### src/rtl/dct_pkg.sv
package dct_pkg;
    localparam int CNT_W = 32;

    // Mode register bit positions
    localparam int MB_EN     = 7;
    localparam int MB_PERIOD = 6;
    localparam int MB_IE     = 5;
    localparam int MB_SIZE32 = 1;
    localparam int MB_ONESHT = 0;
    localparam logic [7:0] MODE_RST = 8'h20;

    // Word slots inside one counter bank (paddr[4:2])
    localparam logic [2:0] SLOT_LOAD  = 3'd0;
    localparam logic [2:0] SLOT_VALUE = 3'd1;
    localparam logic [2:0] SLOT_MODE  = 3'd2;
    localparam logic [2:0] SLOT_CLR   = 3'd3;
    localparam logic [2:0] SLOT_RAW   = 3'd4;
    localparam logic [2:0] SLOT_MSK   = 3'd5;
    localparam logic [2:0] SLOT_BG    = 3'd6;

    localparam logic [11:0] OFF_TMODE = 12'hF00;
    localparam logic [11:0] OFF_TOVR  = 12'hF04;

    typedef struct packed {
        logic [CNT_W-1:0] value;
        logic [CNT_W-1:0] reload;
        logic [7:0]       mode;
        logic             raw;
    } cnt_state_t;
endpackage

### src/rtl/dct_idrom.sv
module dct_idrom (
    input  logic [9:0] word_addr,
    output logic       hit,
    output logic [7:0] id_byte
);
    logic [3:0] idx;

    always_comb begin
        hit = (word_addr[9:2] >= 8'hFD);
        idx = word_addr[3:0] - 4'd4;
        case (idx)
            4'd0:    id_byte = 8'h04;
            4'd1:    id_byte = 8'h00;
            4'd2:    id_byte = 8'h00;
            4'd3:    id_byte = 8'h00;
            4'd4:    id_byte = 8'h23;
            4'd5:    id_byte = 8'hB8;
            4'd6:    id_byte = 8'h1B;
            4'd7:    id_byte = 8'h00;
            4'd8:    id_byte = 8'h0D;
            4'd9:    id_byte = 8'hF0;
            4'd10:   id_byte = 8'h05;
            4'd11:   id_byte = 8'hB1;
            default: id_byte = 8'h00;
        endcase
    end
endmodule

### src/rtl/dct_counter.sv
module dct_counter
    import dct_pkg::*;
(
    input  logic             clk,
    input  logic             rst,
    input  logic             halt,
    input  logic             wr_load,
    input  logic             wr_bg,
    input  logic             wr_mode,
    input  logic             wr_clr,
    input  logic [CNT_W-1:0] wdata,
    output logic [CNT_W-1:0] value,
    output logic [CNT_W-1:0] reload,
    output logic [7:0]       mode,
    output logic             raw,
    output logic             masked
);
    localparam int HALF = CNT_W / 2;
    localparam logic [CNT_W-1:0] LOW_MASK = {{(CNT_W-HALF){1'b0}}, {HALF{1'b1}}};
    localparam logic [CNT_W-1:0] ONE      = {{(CNT_W-1){1'b0}}, 1'b1};

    cnt_state_t s_d, s_q;
    logic [CNT_W-1:0] size_mask;
    logic [CNT_W-1:0] cur;
    logic             at_zero;
    logic             step;
    logic             hit_zero;

    always_comb begin
        s_d       = s_q;
        size_mask = s_q.mode[MB_SIZE32] ? '1 : LOW_MASK;
        cur       = s_q.value & size_mask;
        at_zero   = (cur == '0);
        step      = s_q.mode[MB_EN] && !halt && !(s_q.mode[MB_ONESHT] && at_zero);
        hit_zero  = 1'b0;

        if (step) begin
            if (at_zero) begin
                s_d.value = s_q.mode[MB_PERIOD] ? (s_q.reload & size_mask) : size_mask;
            end else begin
                s_d.value = cur - ONE;
                hit_zero  = (cur == ONE);
            end
        end

        if (wr_mode) s_d.mode   = wdata[7:0];
        if (wr_bg)   s_d.reload = wdata;
        if (wr_load) begin
            s_d.reload = wdata;
            s_d.value  = wdata;
            hit_zero   = 1'b0;
        end

        if (wr_clr)   s_d.raw = 1'b0;
        if (hit_zero) s_d.raw = 1'b1;
    end

    always_ff @(posedge clk) begin
        if (rst) begin
            s_q.value  <= '1;
            s_q.reload <= '0;
            s_q.mode   <= MODE_RST;
            s_q.raw    <= 1'b0;
        end else begin
            s_q <= s_d;
        end
    end

    assign value  = s_q.value;
    assign reload = s_q.reload;
    assign mode   = s_q.mode;
    assign raw    = s_q.raw;
    assign masked = s_q.raw & s_q.mode[MB_IE];
endmodule

### src/rtl/dual_countdown_timer.sv
module dual_countdown_timer
    import dct_pkg::*;
#(
    parameter int NUM_CNT = 2,
    parameter int ADDR_W  = 12,
    parameter int DW      = CNT_W
) (
    input  logic              clk,
    input  logic              rst,
    input  logic              psel,
    input  logic              penable,
    input  logic              pwrite,
    input  logic [ADDR_W-1:0] paddr,
    input  logic [DW-1:0]     pwdata,
    output logic [DW-1:0]     prdata,
    input  logic              dbg_halt,
    output logic [NUM_CNT-1:0] irq
);
    localparam int BANK_W = ADDR_W - 5;

    typedef struct packed {
        logic               tmode;
        logic [NUM_CNT-1:0] tovr;
    } tctl_t;

    tctl_t t_d, t_q;

    logic                           wr_en;
    logic                           aligned;
    logic [BANK_W-1:0]              bank;
    logic [2:0]                     slot;
    logic [NUM_CNT-1:0]             wr_load_v, wr_bg_v, wr_mode_v, wr_clr_v;
    logic [NUM_CNT-1:0][DW-1:0]     cnt_val, cnt_rel;
    logic [NUM_CNT-1:0][7:0]        cnt_mode;
    logic [NUM_CNT-1:0]             cnt_raw, cnt_msk, cnt_ie;
    logic                           id_hit;
    logic [7:0]                     id_byte;

    assign wr_en   = psel & penable & pwrite;
    assign aligned = (paddr[1:0] == 2'b00);
    assign bank    = paddr[ADDR_W-1:5];
    assign slot    = paddr[4:2];

    for (genvar i = 0; i < NUM_CNT; i++) begin : g_cnt
        logic sel;
        assign sel          = wr_en && aligned && (bank == BANK_W'(i));
        assign wr_load_v[i] = sel && (slot == SLOT_LOAD);
        assign wr_bg_v[i]   = sel && (slot == SLOT_BG);
        assign wr_mode_v[i] = sel && (slot == SLOT_MODE);
        assign wr_clr_v[i]  = sel && (slot == SLOT_CLR);
        assign cnt_ie[i]    = cnt_mode[i][MB_IE];

        dct_counter u_cnt (
            .clk     (clk),
            .rst     (rst),
            .halt    (dbg_halt),
            .wr_load (wr_load_v[i]),
            .wr_bg   (wr_bg_v[i]),
            .wr_mode (wr_mode_v[i]),
            .wr_clr  (wr_clr_v[i]),
            .wdata   (pwdata),
            .value   (cnt_val[i]),
            .reload  (cnt_rel[i]),
            .mode    (cnt_mode[i]),
            .raw     (cnt_raw[i]),
            .masked  (cnt_msk[i])
        );
    end

    dct_idrom u_id (
        .word_addr (paddr[ADDR_W-1:2]),
        .hit       (id_hit),
        .id_byte   (id_byte)
    );

    // Test-mode control registers
    always_comb begin
        t_d = t_q;
        if (wr_en && paddr == OFF_TMODE) t_d.tmode = pwdata[0];
        if (wr_en && paddr == OFF_TOVR)  t_d.tovr  = pwdata[NUM_CNT-1:0];
    end

    always_ff @(posedge clk) begin
        if (rst) begin
            t_q <= '0;
        end else begin
            t_q <= t_d;
        end
    end

    assign irq = t_q.tmode ? t_q.tovr : cnt_msk;

    // Read mux
    always_comb begin
        prdata = '0;
        if (!aligned) begin
            prdata = '0;
        end else if (id_hit) begin
            prdata = {{(DW-8){1'b0}}, id_byte};
        end else if (paddr == OFF_TMODE) begin
            prdata = {{(DW-1){1'b0}}, t_q.tmode};
        end else begin
            for (int i = 0; i < NUM_CNT; i++) begin
                if (bank == BANK_W'(i)) begin
                    case (slot)
                        SLOT_LOAD,
                        SLOT_BG:    prdata = cnt_rel[i];
                        SLOT_VALUE: prdata = cnt_val[i];
                        SLOT_MODE:  prdata = {{(DW-8){1'b0}}, cnt_mode[i]};
                        SLOT_RAW:   prdata = {{(DW-1){1'b0}}, cnt_raw[i]};
                        SLOT_MSK:   prdata = {{(DW-1){1'b0}}, cnt_msk[i]};
                        default:    prdata = '0;
                    endcase
                end
            end
        end
    end
endmodule

### config.mk
export PLATFORM = sky130hd
export DESIGN_NAME = dual_countdown_timer
export DESIGN_NICKNAME = d
export VERILOG_FILES = /design/src/rtl/dct_pkg.sv /design/src/rtl/dct_idrom.sv /design/src/rtl/dct_counter.sv /design/src/rtl/dual_countdown_timer.sv
export SDC_FILE = /design/constraint.sdc
export NUM_CORES = 1
export LEC_CHECK = 0
export BUFFER_PORTS_ARGS = -buffer_cell sky130_fd_sc_hd__clkbuf_2
export CORE_MARGIN = 1
export CORE_UTILIZATION = 35
export CTS_BUF_LIST = sky130_fd_sc_hd__clkbuf_8
export CTS_CLUSTER_DIAMETER = 60
export DETAILED_ROUTE_END_ITERATION = 8
export GPL_TIMING_DRIVEN = 1
export HOLD_SLACK_MARGIN = 0.03
export PLACE_DENSITY = 0.57
export RECOVER_POWER = 100
export SETUP_SLACK_MARGIN = 0.3
export SYNTH_ARGS = -nofsm -noshare
export SYNTH_HDL_FRONTEND = slang
export SYNTH_SLANG_ARGS = --single-unit
### constraint.sdc
create_clock -name clk -period 2.9 [get_ports clk]
set_input_delay 0.435 -clock clk [delete_from_list [all_inputs] [get_ports clk]]
set_output_delay 0.435 -clock clk [all_outputs]
set_load 0.1 [all_outputs]
==> results of run 1 <==
## cells by family after synthesis
family,share of synthesized area
simple gates,0.273
flops,0.314
buf+inv,0.0564
mux,0.0243
fa+ha+maj,0.0158
compound gates,0.297
xor+xnor,0.0185
## registers in the layout (all words and copies together) (netlist names)
register            count
g_cnt.u_cnt.mode       16
g_cnt.u_cnt.raw         2
g_cnt.u_cnt.reload     64
g_cnt.u_cnt.value      64
t_q                     3
## per-layer routing
| metal | GRT usage | vias to the layer above | part of all wire |
|---|---|---|---|
| li1 | - | 5247 | - |
| met1 | 0.439 | 5462 | 0.44 |
| met2 | 0.444 | 661 | 0.44 |
| met3 | 0.0532 | 94 | 0.092 |
| met4 | 0.0914 | 0 | 0.029 |
| met5 | 0 | - | 0 |
## through the flow
stage | util | instance area (um2) | worst slack (ps) | std cells | power (mW)
floorplan | - | 10200 | 61.3 | 1333 | 2.32
global placement | 0.451 | 11900 | 105 | 1755 | 2.49
detailed placement | 0.451 | 11900 | 69.5 | 1755 | 2.49
CTS | 0.481 | 12700 | 151 | 1796 | 4.43
global route | 0.489 | 12900 | 94.5 | 1818 | 4.59
finish | 0.489 | 12900 | 168 | 1818 | 4.45
## report_power, final
part | internal, mW | total, mW | switching, mW | leakage [nW]
Clock | 1.03 | 1.94 | 0.909 | 0.236
Sequential | 2.04 | 2.04 | 0.000145 | 1.20
Combinational | 0.150 | 0.467 | 0.317 | 3.06
Total | 3.23 | 4.45 | 1.23 | 4.49
## synth_stat cells (9+ instances only)
cell	instances
or4_1	19
nand2_1	219
o22ai_1	10
or3_1	14
a21oi_1	137
nor4_1	16
o21ai_0	81
a221oi_1	54
nor2_1	106
mux2i_1	23
inv_1	21
nand4_1	9
clkbuf_1	106
a31oi_1	21
o211ai_1	27
a222oi_1	12
and3_1	10
dfxtp_1	149
nor3_1	63
o2111ai_1	10
nand3_1	60
nand2b_1	14
o31ai_1	11
xor2_1	15
ha_1	12
## timing repair
item                                    CTS  global route
endpoints found under the setup margin   66            71
hold buffers                              0             0
buffers inserted                          7            15
hold endpoints to repair                  0             0
cloned                                    2             7
gates resized for setup                  48            81
pin swaps                                18            31
## worst paths after layout
path              cells past startpoint  slack [ps]                                      to
setup / recovery                      8         170   g_cnt[1].u_cnt.value[25]$_SDFFE_PP1P_
hold / removal                        3         280  g_cnt[0].u_cnt.reload[17]$_SDFFE_PP0P_
setup reg to reg                      8         170   g_cnt[1].u_cnt.value[25]$_SDFFE_PP1P_
hold reg to reg                       2         460                     t_q[0]$_SDFFE_PP0P_
## worst min-delay path, cell delays in order
cell	delay, ps
clkbuf_2	140
nand2_1	70
a21oi_1	50
## layout make-up
class                           instances  area, um2  area share
Inverter                               23        115     0.00893
Sequential cell                       149       2990       0.232
Multi-Input combinational cell       1046       6840       0.531
Timing Repair Buffer                  233       2050       0.159
Clock buffer                           17        234      0.0182
Tap cell                              335        419      0.0325
Clock inverter                         15        229      0.0178
==> run metrics, run 1 <==
routability cong.=0.971; Overflow after GRT=0; Critical Path Start=g_cnt[1].u_cnt.value[10]$_SDFFE_PP1P_; total global-route track usage=0.300; worst r2r src=g_cnt[1].u_cnt.value[10]$_SDFFE_PP1P_; delay-heaviest family, CP=simple AND/OR/NAND/NOR gates; drt via density=6.31; period utilization=0.942; post-route DRC violation count=0; most common cell after layout, fill and taps aside=nand2_1; worst vdd ir=0.254 mV; Die Y-Extent=167 um; Pre-Repair DR Iteration Count=7; synth top area cells=dfxtp_1, nand2_1, a21oi_1; Total Wirelength=42.7 mm; Die X=167 um; Final Hold Viols=0; Setup Viol. Count Final=0; unrepaired setup endpoints after global routing=true; Yosys warning count=0; sequential area share after synthesis=0.314; Sink Count=149; CP Cell Sequence=or4_4, or4_1, buf_4, or4_1, a32oi_1, o22ai_1, nor2_1, o31ai_1; PortBufs=83; CTS max path bufs=2; Setup Skew=17.2 ps; root buffer cell=clkbuf_8; most frequent cells in the layout=nand2_1, dfxtp_1, a21oi_1; Pwr Density=346 nW/um2; filler cell count=2624; max-cap viol count=0; Critical Path Fanout Max=4; worst hold slack=276 ps; Mapped Nets=1395; die area=27800 um2; area leader, netlist=dfxtp_1; register bit total from synthesis=149; Unique masters post-synth=66; CP endpoint kind=flop; vias in the first global route=10300; Worst Tran Pin Value=1160 ps; area fraction of the dominant cell type after synthesis=0.314; Hold WC Path Type=in2reg; Max H-tree Level=4; Layout area overhead=35.7%; synthesized cell area=9490 um2; Largest stage delay, worst path=530 ps; max-slew violation count=0; EDFF count, synth=0; Routed Antenna Nets=0; slowest cell on the critical path=or4_4; Ant. Diodes=0; Avg WL per Cell=23.5 um; detailed placement HPWL=30.0 mm; Ports=84; Crit path required time=3240 ps; startpoint types=flop; Initial Util=0.360; initial antenna violation count=0; clock insertion delay at the later pin of the skew report=480 ps; post-layout min period=2730 ps; CTS tree=yes; status=finished clean; layout cells sized above 1=0.260; Mapped Cells=1333; async set or reset register ratio after synthesis=0; largest net degree at the start of global routing=54; Fin Setup TNS=0 ps; f_max=366 MHz; Num CTS Buffers=17; clock transition at the registers of the reported paths=90 ps; routed vias=11500; 1st-iter DRT viols=1695; core area=26400 um2; leakage dissipation=4.49 nW; CP Buf/Inv Count=1; dominant synthesized flop cell=dfxtp_1; Slew headroom=0.230; Mean Syn Cell Area=7.12 um2; worst setup path class=reg2reg; row count=59; HP Start=pwdata[17]; CP dominant cell by count=or4_1; final net count=1532; global-route wire length before repair=64.3 mm; WP data arrival=3070 ps
Power figures use the tool's default switching activity.
==> run 2: changes to the inputs <==
Settings changed: ABC_CLOCK_PERIOD_IN_PS from default to 2900, CELL_PAD_IN_SITES_DETAIL_PLACEMENT from default to 1, CELL_PAD_IN_SITES_GLOBAL_PLACEMENT from default to 1, PLACE_DENSITY 0.57 to 0.73.
==> run 2 against run 1 <==
  * Worst setup slack lost 120 ps
  * Core utilization grew 2.5 points
  * Clock skew grew 8.4 ps
  * Clock power shrank 4%
  * Largest cell class unchanged
  * Largest power group unchanged
  * Highest routed layer unchanged
==> run metrics, run 2 (same netlist as run 1, synthesis figures left out) <==
WP data arrival=2420 ps; PortBufs=83; initial antenna violation count=0; Setup Viol. Count Final=0; routed vias=12400; clock insertion delay at the later pin of the skew report=490 ps; Largest stage delay, worst path=320 ps; Hold WC Path Type=in2reg; CP Cell Sequence=clkbuf_2, nor4_1, clkbuf_1, nand2_1, nor2_4, nand3_4, clkbuf_4, nor3_4, buf_12; root buffer cell=clkbuf_8; worst hold slack=284 ps; worst vdd ir=0.218 mV; max-slew violation count=0; Critical Path Fanout Max=8; Setup Skew=25.6 ps; detailed placement HPWL=32.6 mm; Initial Util=0.360; worst setup path class=in2out; Overflow after GRT=0; delay-heaviest family, CP=simple AND/OR/NAND/NOR gates; most common cell after layout, fill and taps aside=nand2_1; Layout area overhead=42.6%; Pwr Density=328 nW/um2; Slew headroom=0.232; routability cong.=0.973; total global-route track usage=0.331; slowest cell on the critical path=clkbuf_4; Worst Tran Pin Value=1160 ps; post-route DRC violation count=0; R2R setup slack=60 ps; Crit path required time=2470 ps; Die X=167 um; period utilization=0.983; vias in the first global route=11700; Die Y-Extent=167 um; Avg WL per Cell=27.2 um; CP Buf/Inv Count=4; status=finished clean; Top Registers=g_cnt.u_cnt.reload x64, g_cnt.u_cnt.value x64, g_cnt.u_cnt.mode x16; 1st-iter DRT viols=1544; hold_buf cts=0; core area=26400 um2; clock transition at the registers of the reported paths=100 ps; Max H-tree Level=4; leakage dissipation=4.75 nW; Total Wirelength=50.4 mm; global-route wire length before repair=71.0 mm; unrepaired setup endpoints after global routing=true; Pre-Repair DR Iteration Count=8; final net count=1573; largest net degree at the start of global routing=48; die area=27800 um2; CTS max path bufs=2; Ant. Diodes=0; startpoint types=input pin; most frequent cells in the layout=nand2_1, buf_4, dfxtp_1; row count=59; utilization after layout=0.514; layout cells sized above 1=0.301; Num CTS Buffers=17; Final Hold Viols=0; CTS tree=yes; Sink Count=149; CP endpoint kind=output pin; post-layout min period=2850 ps; Routed Antenna Nets=0; max-cap viol count=0; f_max=351 MHz; drt via density=6.67; Ports=84
run 2: cell types whose count changed in the layout (fill, tap and decap cells not counted), sizes merged:
| cell | before | now |
|---|---|---|
| clkbuf | 93 | 85 |
| inv | 26 | 24 |
| a211o | 6 | 5 |
| nand2 | 219 | 220 |
| bufinv | 5 | 4 |
| buf | 156 | 207 |
| bufbuf | 1 | 0 |
run 2: worst paths after layout:
check / from / end / depth (start not counted)
min reg2reg: t_q[0]$_SDFFE_PP0P_ / t_q[0]$_SDFFE_PP0P_ / 2
min: pwdata[15] / g_cnt[0].u_cnt.reload[15]$_SDFFE_PP0P_ / 3
max reg2reg: g_cnt[1].u_cnt.value[24]$_SDFFE_PP1P_ / g_cnt[1].u_cnt.value[23]$_SDFFE_PP1P_ / 9
max: paddr[8] / prdata[17] / 9
run 2: repair_timing:
item	CTS	global route
setup buffers	14	42
pin swaps	28	52
setup endpoints to repair	90	85
cloned	3	6
gates resized for setup	70	116
run 2: power breakdown:
group	total, mW	internal, mW	switching [mW]
sequential	2.04	2.04	0.000155
combinational	0.525	0.175	0.350
clock	1.87	0.956	0.910
total	4.44	3.17	1.26
run 2: layout make-up:
type                            count  area [um2]
Clock buffer                       18         248
Clock inverter                     12         179
Fill cell                        3113       12800
Inverter                           23         118
Multi-Input combinational cell   1046        7020
Sequential cell                   149        2990
Tap cell                          335         419
Timing Repair Buffer              274        2570
run 2: worst register-to-register path: stages, from the launching register on:
cell	delay (ps)
dfxtp_2	330
or4_4	570
or3_4	390
o31ai_4	320
clkbuf_1	150
a31oi_2	220
buf_6	220
or3_1	310
o21ai_0	100
a22oi_1	110
run 2: metrics by stage:
stage                     cell area, um2  setup TNS [ps]  setup slack [ps]  power, mW  cells
after global placement             12000            -182             -63.6       2.49   1762
after detailed placement           12000            -258             -67.7       2.50   1762
final                              13500               0              49.2       4.44   1857
after CTS                          12800               0               170       4.35   1809
after floorplan                    10200               0              61.3       2.32   1333
after global routing               13500               0              9.60       4.55   1857
run 2: layer usage:
metal  part of all wire  global-route usage  up-vias
met5                  0                   0        -
met4              0.041               0.106        0
met3              0.094              0.0530      162
met2               0.46               0.534      748
met1               0.41               0.451     6160
li1                   -                   -     5324
==> run 3: changes to the inputs <==
Settings changed: PLACE_DENSITY 0.73 to 0.72, SYNTH_HIERARCHICAL from default to 1.
==> run 3 against run 2 <==
  * Sequential share of layout area grew 0.67 points
  * Hold slack lost 5.7 ps
  * Register-to-register slack gained 120 ps
  * Via count shrank 4.0%
  * Count of clock-buffer cells in the layout shrank 1
  * Sequential cell count is the same
  * Combinational power shrank 5.1%
  * Die area grew 4.8%
  * Clock power shrank 9.6%
  * Clock skew shrank 6.3 ps
  * Worst setup slack gained 48 ps
  * Largest cell class unchanged
  * Highest routed layer unchanged
==> run metrics, run 3 <==
Mean Syn Cell Area=7.42 um2; most frequent cells in the layout=nand2_1, dfxtp_1, a21oi_1; worst r2r src=g_cnt[0].u_cnt/value[13]$_SDFFE_PP1P_; Seq pwr share=0.483; filler cell count=3336; Overflow after GRT=0; Synth Area in Compound Gates=0.311; max-slew violation count=0; worst r2r dst=g_cnt[0].u_cnt/value[29]$_SDFFE_PP1P_; worst setup path class=in2out; post-layout min period=2800 ps; Mapped Cells=1342; area leader, netlist=dfxtp_1; reg2reg path depth=7; internal power=2.98 mW; Layout area overhead=32.2%; 1st-iter DRT viols=1264; drt via density=6.33; clock insertion delay at the later pin of the skew report=480 ps; critical path endpoint=prdata[0]; global-route wire length before repair=68.8 mm; Routed Antenna Nets=0; core area=27900 um2; Die Y-Extent=171 um; Die X=171 um; Critical Path Fanout Max=15; Setup Skew=19.3 ps; Critical Path Start=paddr[5]; Pwr Density=321 nW/um2; register bit total from synthesis=149; synth top area cells=dfxtp_1, nand2_1, a21oi_1; initial antenna violation count=0; Yosys warning count=6; f_max=357 MHz; WP data arrival=2370 ps; Ports=84; PortBufs=83; status=finished clean; Simple-Gate Fraction of Synth Area=0.261; max-cap viol count=0; clock transition at the registers of the reported paths=100 ps; unrepaired setup endpoints after global routing=true; Fin Setup TNS=0 ps; largest net degree at the start of global routing=47; CTS max path bufs=2; R2R setup slack=180 ps; leakage dissipation=4.65 nW; Initial Util=0.357; async set or reset register ratio after synthesis=0; Total Wirelength=46.4 mm; period utilization=0.967; layout cells sized above 1=0.262; vias in the first global route=11500; worst hold slack=278 ps; setup ws final=97.0 ps; CP endpoint kind=output pin; switching share of power=0.294; Post-Synth XOR/XNOR Area=0.00968; most common cell after layout, fill and taps aside=nand2_1; detailed placement HPWL=32.0 mm; synthesized cell area=9960 um2; routed vias=11900; Top Registers=g_cnt.u_cnt/reload x64, g_cnt.u_cnt/value x64, g_cnt.u_cnt/mode x16; CTS tree=yes; row count=61; Ant. Diodes=0; Post-Place Setup Slack=146 ps; post-route DRC violation count=0; Pre-Repair DR Iteration Count=5; final net count=1548; Final Hold Viols=0; Avg WL per Cell=24.7 um; Max H-tree Level=4; Clock power frac=0.399; most frequent cell after synthesis=nand2_1; Worst Tran Pin Value=1190 ps; dominant synthesized flop cell=dfxtp_1; Setup Viol. Count Final=0; die area=29100 um2; routability cong.=0.966; EDFF count, synth=0; Crit path required time=2470 ps; Post-Synth Adder-Cell Area=0.0126; Hold WC Path Type=in2reg; area fraction of the dominant cell type after synthesis=0.300; top post-synthesis cells by count=nand2_1, dfxtp_1, a21oi_1; startpoint types=input pin; largest family of logic cells by synthesized area=compound AO/OA/AOI/OAI gates; total global-route track usage=0.309; root buffer cell=clkbuf_8; Unique masters post-synth=86; Mapped Nets=1402; Num CTS Buffers=17; P_sw=1.24 mW; Slew headroom=0.212; Comb pwr share=0.118; Sink Count=149; worst vdd ir=0.199 mV; sequential area share after synthesis=0.300; mux cell area share after synthesis=0.0441
## run 3: cell count changes in the layout (fill, tap and decap cells not counted), sizes merged, moves of 13 or more
cell	previous run	this run
o21ai	88	71
nand2	220	202
clkbuf	85	99
nor3	63	48
buf	207	158
o2bb2ai	1	15
mux2i	23	36
nand3	60	35
## run 3: final cells by class
class                      count  area [um2]  share of cell area
multi-input combinational   1043        7010               0.533
sequential                   149        3000               0.228
timing repair buffer         240        2150               0.163
tap                          378         473              0.0359
clock buffer                  17         234              0.0178
clock inverter                15         156              0.0119
inverter                      37         145              0.0110
## run 3: logic make-up after synthesis
group	count (synthesis)
xor+xnor	11
mux	43
fa+ha+maj	10
simple gates	525
compound gates	454
flops	149
buf+inv	150
## run 3: how the worst min path moves through the flow
stage,from,end,slack (ps),depth (start not counted)
final,pwdata[13],g_cnt[1].u_cnt/reload[13]$_SDFFE_PP0P_,280,3
after detailed placement,g_cnt[0].u_cnt/reload[26]$_SDFFE_PP0P_,g_cnt[0].u_cnt/reload[26]$_SDFFE_PP0P_,460,2
after global placement,g_cnt[0].u_cnt/reload[26]$_SDFFE_PP0P_,g_cnt[0].u_cnt/reload[26]$_SDFFE_PP0P_,450,2
after CTS,pwdata[14],g_cnt[1].u_cnt/reload[14]$_SDFFE_PP0P_,250,3
after global routing,pwdata[30],g_cnt[1].u_cnt/reload[30]$_SDFFE_PP0P_,250,3
after floorplan,g_cnt[0].u_cnt/reload[30]$_SDFFE_PP0P_,g_cnt[0].u_cnt/reload[30]$_SDFFE_PP0P_,440,2
## run 3: critical path, cell delays in order
cell	delay, ps
clkbuf_2	90
buf_4	200
or4b_4	510
nor4_1	480
a21o_1	190
a32o_2	120
clkbuf_4	320
## run 3: timing repair
| action | CTS | global route |
|---|---|---|
| cloned | 4 | 6 |
| hold buffers | 0 | 0 |
| gates resized for setup | 40 | 49 |
| pin swaps | 14 | 21 |
| setup endpoints to repair | 40 | 73 |
| endpoints found under the hold margin | 0 | 0 |
| setup buffers | 11 | 16 |
## run 3: power by group through the flow
stage	logic [mW]	clock network [mW]	registers (mW)
finish	0.498	1.69	2.04
global route	0.513	1.80	2.04
CTS	0.442	1.72	2.04
detailed placement	0.422	0	2.09
global placement	0.421	0	2.09
floorplan	0.218	0	2.09
## run 3: through the flow
step	power, mW	area (um2)	std cells	utilization
after detailed placement	2.51	12300	1810	0.442
after floorplan	2.31	10400	1342	-
after global placement	2.51	12300	1810	0.442
final	4.23	13200	1879	0.473
after global routing	4.36	13200	1879	0.473
after CTS	4.20	13000	1857	0.468
## run 3: metal layers
metal | GRT usage | wire length (um)
met5 | 0 | 0
met4 | 0.112 | 1490
met3 | 0.0486 | 3350
met2 | 0.492 | 21400
met1 | 0.421 | 20100
